File: src/rtl/uSeqPkg.sv
package uSeqPkg;
  localparam int CW_W = 23;

  // Control word; field order fixes the bit layout seen at ctrlWord
  typedef struct packed {
    logic [3:0] aluOp;
    logic [2:0] wrSel;
    logic [2:0] rdSel;
    logic       rdEn;
    logic       regWr;
    logic       memWr;
    logic       memRd;
    logic       pcWr;
    logic       marWr;
    logic [3:0] busA;
    logic       fetch;
    logic       endZ;
    logic       endNz;
  } microWordT;

  // Strobes from sequencing control to the address datapath
  typedef struct packed {
    logic reload;
    logic hold;
  } seqStrobeT;
endpackage

File: src/rtl/uCtrlStore.sv
module uCtrlStore
  import uSeqPkg::*;
#(
  parameter int ADDR_W = 12
) (
  input  logic [ADDR_W-1:0] addr,
  output microWordT         word
);
  // Sparse store: only a few locations are programmed, all others are zero
  always_comb begin
    word = '0;
    case (addr)
      ADDR_W'(12'h000): begin // instruction fetch
        word.memRd = 1'b1; word.pcWr = 1'b1; word.busA = 4'd1; word.fetch = 1'b1;
      end
      ADDR_W'(12'h320): begin
        word.marWr = 1'b1; word.busA = 4'd2;
      end
      ADDR_W'(12'h321): begin
        word.aluOp = 4'd6; word.rdSel = 3'd5; word.rdEn = 1'b1;
      end
      ADDR_W'(12'h322): begin
        word.regWr = 1'b1; word.wrSel = 3'd3; word.endZ = 1'b1;
      end
      ADDR_W'(12'h323): begin
        word.memWr = 1'b1; word.endNz = 1'b1;
      end
      ADDR_W'(12'h324): begin
        word.endZ = 1'b1; word.endNz = 1'b1;
      end
      ADDR_W'(12'h5A0): begin
        word.pcWr = 1'b1; word.endZ = 1'b1; word.endNz = 1'b1;
      end
      default: word = '0;
    endcase
  end
endmodule

File: src/rtl/uSeqCtrl.sv
module uSeqCtrl
  import uSeqPkg::*;
#(
  parameter int STEP_W = 4
) (
  input  microWordT         word,
  input  logic              zeroFlag,
  input  logic [STEP_W-1:0] stepCnt,
  output seqStrobeT         strb
);
  logic endNow;

  always_comb begin
    endNow      = (word.endZ & zeroFlag) | (word.endNz & ~zeroFlag);
    strb.reload = endNow | word.fetch;
    strb.hold   = ~strb.reload & (stepCnt == '1);
  end
endmodule

File: src/rtl/uAddrPath.sv
module uAddrPath
  import uSeqPkg::*;
#(
  parameter int OP_W   = 4,
  parameter int CODE_W = 4,
  parameter int STEP_W = 4,
  localparam int BASE_W = OP_W + CODE_W,
  localparam int ADDR_W = BASE_W + STEP_W
) (
  input  logic              clk,
  input  logic              rst,
  input  logic [OP_W-1:0]   instrField,
  input  logic [CODE_W-1:0] decodeCode,
  input  seqStrobeT         strb,
  output logic [STEP_W-1:0] stepCnt,
  output logic [ADDR_W-1:0] uAddr,
  output logic              stepErr
);
  logic [BASE_W-1:0] baseReg;

  always_ff @(posedge clk) begin
    if (rst) begin
      baseReg <= '0;
      stepCnt <= '0;
      stepErr <= 1'b0;
    end else if (strb.reload) begin
      baseReg <= {instrField, decodeCode};
      stepCnt <= '0;
    end else if (strb.hold) begin
      stepErr <= 1'b1;
    end else begin
      stepCnt <= stepCnt + STEP_W'(1);
    end
  end

  assign uAddr = {baseReg, stepCnt};

  p_reset_r2: assert property (@(posedge clk) rst |=> (uAddr == '0 && !stepErr));
  p_reload_r1: assert property (@(posedge clk) disable iff (rst)
    strb.reload |=> (uAddr[ADDR_W-1:STEP_W] == $past({instrField, decodeCode})));
  p_step_clear_r3: assert property (@(posedge clk) disable iff (rst)
    strb.reload |=> (stepCnt == '0));
  p_base_stable_r6: assert property (@(posedge clk) disable iff (rst)
    !strb.reload |=> $stable(baseReg));
  p_advance_r6: assert property (@(posedge clk) disable iff (rst)
    (!strb.reload && stepCnt != '1) |=> (stepCnt == STEP_W'($past(stepCnt) + 1'b1)));
  p_saturate_r7: assert property (@(posedge clk) disable iff (rst)
    (!strb.reload && stepCnt == '1) |=> (stepCnt == '1 && stepErr));
  p_sticky_r8: assert property (@(posedge clk) disable iff (rst)
    stepErr |=> stepErr);
endmodule

File: src/rtl/microSequencer.sv
module microSequencer
  import uSeqPkg::*;
#(
  parameter int OP_W   = 4,
  parameter int CODE_W = 4,
  parameter int STEP_W = 4
) (
  input  logic                             clk,
  input  logic                             rst,
  input  logic [OP_W-1:0]                  instrField,
  input  logic [CODE_W-1:0]                decodeCode,
  input  logic                             zeroFlag,
  output logic [OP_W+CODE_W+STEP_W-1:0]    uAddr,
  output logic [CW_W-1:0]                  ctrlWord,
  output logic                             stepErr
);
  localparam int ADDR_W = OP_W + CODE_W + STEP_W;

  microWordT         curWord;
  seqStrobeT         strb;
  logic [STEP_W-1:0] stepCnt;

  uCtrlStore #(.ADDR_W(ADDR_W)) i_store (
    .addr(uAddr),
    .word(curWord)
  );

  uSeqCtrl #(.STEP_W(STEP_W)) i_ctrl (
    .word    (curWord),
    .zeroFlag(zeroFlag),
    .stepCnt (stepCnt),
    .strb    (strb)
  );

  uAddrPath #(.OP_W(OP_W), .CODE_W(CODE_W), .STEP_W(STEP_W)) i_path (
    .clk       (clk),
    .rst       (rst),
    .instrField(instrField),
    .decodeCode(decodeCode),
    .strb      (strb),
    .stepCnt   (stepCnt),
    .uAddr     (uAddr),
    .stepErr   (stepErr)
  );

  assign ctrlWord = curWord;
endmodule

File: config.mk
export PLATFORM = sky130hd
export DESIGN_NAME = microSequencer
export DESIGN_NICKNAME = d
export VERILOG_FILES = /design/src/rtl/uSeqPkg.sv /design/src/rtl/uCtrlStore.sv /design/src/rtl/uSeqCtrl.sv /design/src/rtl/uAddrPath.sv /design/src/rtl/microSequencer.sv
export SDC_FILE = /design/constraint.sdc
export NUM_CORES = 1
export LEC_CHECK = 0
export ABC_AREA = 1
export BUFFER_PORTS_ARGS = -buffer_cell sky130_fd_sc_hd__buf_2
export CORE_MARGIN = 2
export CORE_UTILIZATION = 40
export DETAILED_ROUTE_END_ITERATION = 10
export PLACE_DENSITY = 0.72
export SETUP_SLACK_MARGIN = 0.02
export SYNTH_ARGS = -nofsm -noshare
export SYNTH_HDL_FRONTEND = slang
export SYNTH_SLANG_ARGS = --single-unit
File: constraint.sdc
create_clock -name clk -period 2 [get_ports clk]
set_input_delay 0 -clock clk [delete_from_list [all_inputs] [get_ports clk]]
set_output_delay 0 -clock clk [all_outputs]
set_load 0.02 [all_outputs]
==> run summary <==
Starting DRT DRC Count = 30
Mapped Area = 1100 µm²
Critical Path Sink Type = output pin
Register share of total power = 28.3%
Layout area overhead = 16.9%
GR Overflow Total = 0
CTS Hold Buffers Added = 0
H-tree depth = 1
Min Tclk post-route = 1.81 ns
Critical path class = reg2out
Gate Count Post-Synth = 168
Sw Share = 50.5%
Leak Pwr = 0.777 nW
Sw power = 717 µW
Global placer's final weighted congestion = 0.820
Most area-hungry cell type in the Yosys netlist = dfxtp_1
Global-route wire length before repair = 3310 µm
Rows = 19
TritonCTS Buffers = 3
Most frequent cell after synthesis = nand2_1
Drt total wl = 2120 µm
Core area = 2690 µm²
Die ar. = 3190 µm²
Residual DRC = 0
Initial Util = 41.0%
Vias in the first global route = 778
Layout cells sized above 1 = 35.5%
Detail Placement HPWL = 1740 µm
CTS clk-pin slew, worst paths = 0.08 ns
Final Hold Viols = 0
Unique masters post-synth = 27
VDD IR-drop max = 0.000559 V
Total GRT Usage = 13.0%
Setup crit start kind = flip-flop
Num Clock Sinks = 13
Skew-Pair Late Insertion Delay = 0.27 ns
Pin count of the biggest net entering global routing = 13
Final Setup Violations = 0
# IOs = 47
Critical path arrival = 1.81 ns
Required time worst endpoint = 2.00 ns
First-pass DRT Iterations = 4
Post-CTS Setup Repair Bufs = 0
Clock power share = 11.2%
Yosys warning count = 0
Final ANT Viol Nets = 0
Slew Limit Fails = 0
Post-synth ARST share = 0%
F_max = 552 MHz
Max Cap Viol = 0
Pwr/cell area = 1100 nW/µm²
Total Nets Final = 219
Largest cells by area after synthesis = dfxtp_1 24%, nand2_1 12%, inv_1 9.2%
Wire per inst = 9.07 µm
Resized cells post-CTS = 0
Die Wd = 56.5 µm
Unrepaired setup endpoints after global routing = false
Avg Inst Size Synth = 6.56 µm²
DR vias = 1044
Final TNS setup = 0 ns
Antenna violations before repair = 0
CTS tree = yes
Sequential area share after synthesis = 23.6%
DR vias/cell = 4.46
Post-synth EDFFs = 0
Run status = completed
Clock Skew = 0.00808 ns
Part of the power in combinational logic = 60.4%
Synth Flop Type = dfxtp_1
Share of the core filled with cells = 48.0%
Root Buffer = clkbuf_4
Area share of the largest cell type after synthesis = 23.6%
Max Buffers Root-to-Sink = 2
Fin crit share = 90.5%
Die H = 56.5 µm
Synth Register Bits = 13
Worst Hold Class = in2reg
Internal Power = 704 µW
Inserted Diodes = 0
Max Fanout on Critical Path = 12
Most common library cells after synthesis = 34 x nand2_1, 27 x inv_1, 15 x nor2_1
PortBufs = 40
## power by group through the flow
| stage | combinational, mW | clock (mW) | sequential, mW |
|---|---|---|---|
| after global placement | 0.861 | 0 | 0.405 |
| after floorplan | 0.638 | 0 | 0.464 |
| after global routing | 0.956 | 0.184 | 0.413 |
| after CTS | 0.867 | 0.168 | 0.400 |
| after detailed placement | 0.863 | 0 | 0.407 |
| final | 0.858 | 0.160 | 0.402 |
## critical path, cell delays in order (launching register included)
cell	delay, ns
dfxtp_1	0.36
inv_1	0.12
ha_1	0.15
inv_1	0.08
nor2_4	0.18
nand4_2	0.32
nand2_1	0.16
buf_2	0.17
## cell families after synthesis
family	Yosys count	share of synthesized area (%)
AND/OR/NAND/NOR	89	44.9
buffers and inverters	55	23.3
flip-flops	13	23.6
AO/OA/AOI/OAI	6	3.29
adder cells (fa/ha/maj)	4	4.54
other	1	0.340
## path summary, 6_finish.rpt
check                         start           endpoint  slack [ns]  depth (start not counted)
setup / recovery  i_path.stepCnt[0]        ctrlWord[8]        0.19                          7
hold / removal        instrField[1]  i_path.baseReg[5]        0.01                          5
setup reg to reg  i_path.stepCnt[0]  i_path.baseReg[4]        0.33                         11
hold reg to reg      i_path.stepErr     i_path.stepErr        0.48                          1
## area by class of cell
| type | instances | area, µm² |
|---|---|---|
| clock buffers | 4 | 26.3 |
| fillers | 294 | 1400 |
| inverters | 41 | 154 |
| repair buffers | 40 | 200 |
| well taps | 31 | 38.8 |
| flip-flops and latches | 13 | 260 |
| multi-input cells | 105 | 609 |
## placed cells by master (no fill, tap or decap), types with 4 or more instances in the layout
| master | count |
|---|---|
| nor2_2 | 7 |
| inv_1 | 27 |
| clkinv_1 | 9 |
| dfxtp_1 | 13 |
| inv_2 | 5 |
| conb_1 | 6 |
| nand2_1 | 34 |
| ha_1 | 4 |
| nor2_1 | 15 |
| nand4_1 | 8 |
| nand2_2 | 4 |
| nand3_1 | 5 |
| buf_2 | 40 |
## metrics by stage
step	power (mW)	hold slack [ns]	setup slack [ns]	instances	cell area, µm²
after floorplan	1.10	0.186	0.0836	173	1120
after global placement	1.27	0.303	0.383	230	1260
after detailed placement	1.27	0.305	0.335	230	1260
after CTS	1.43	0.00676	0.178	234	1280
after global routing	1.55	0.00953	0.0288	234	1290
final	1.42	0.0109	0.189	234	1290
## layer usage
metal	vias to the layer above	GRT usage (%)	wire length (µm)
met2	39	20.9	965
met4	0	6.12	33
met5	-	0	0
met1	440	17.1	973
met3	4	1.61	150
li1	561	-	-
## state kept, by name (all words and copies together), names as in the netlist
signal          count
i_path.baseReg      8
i_path.stepCnt      4
i_path.stepErr      1
Power figures use the tool's default switching activity.
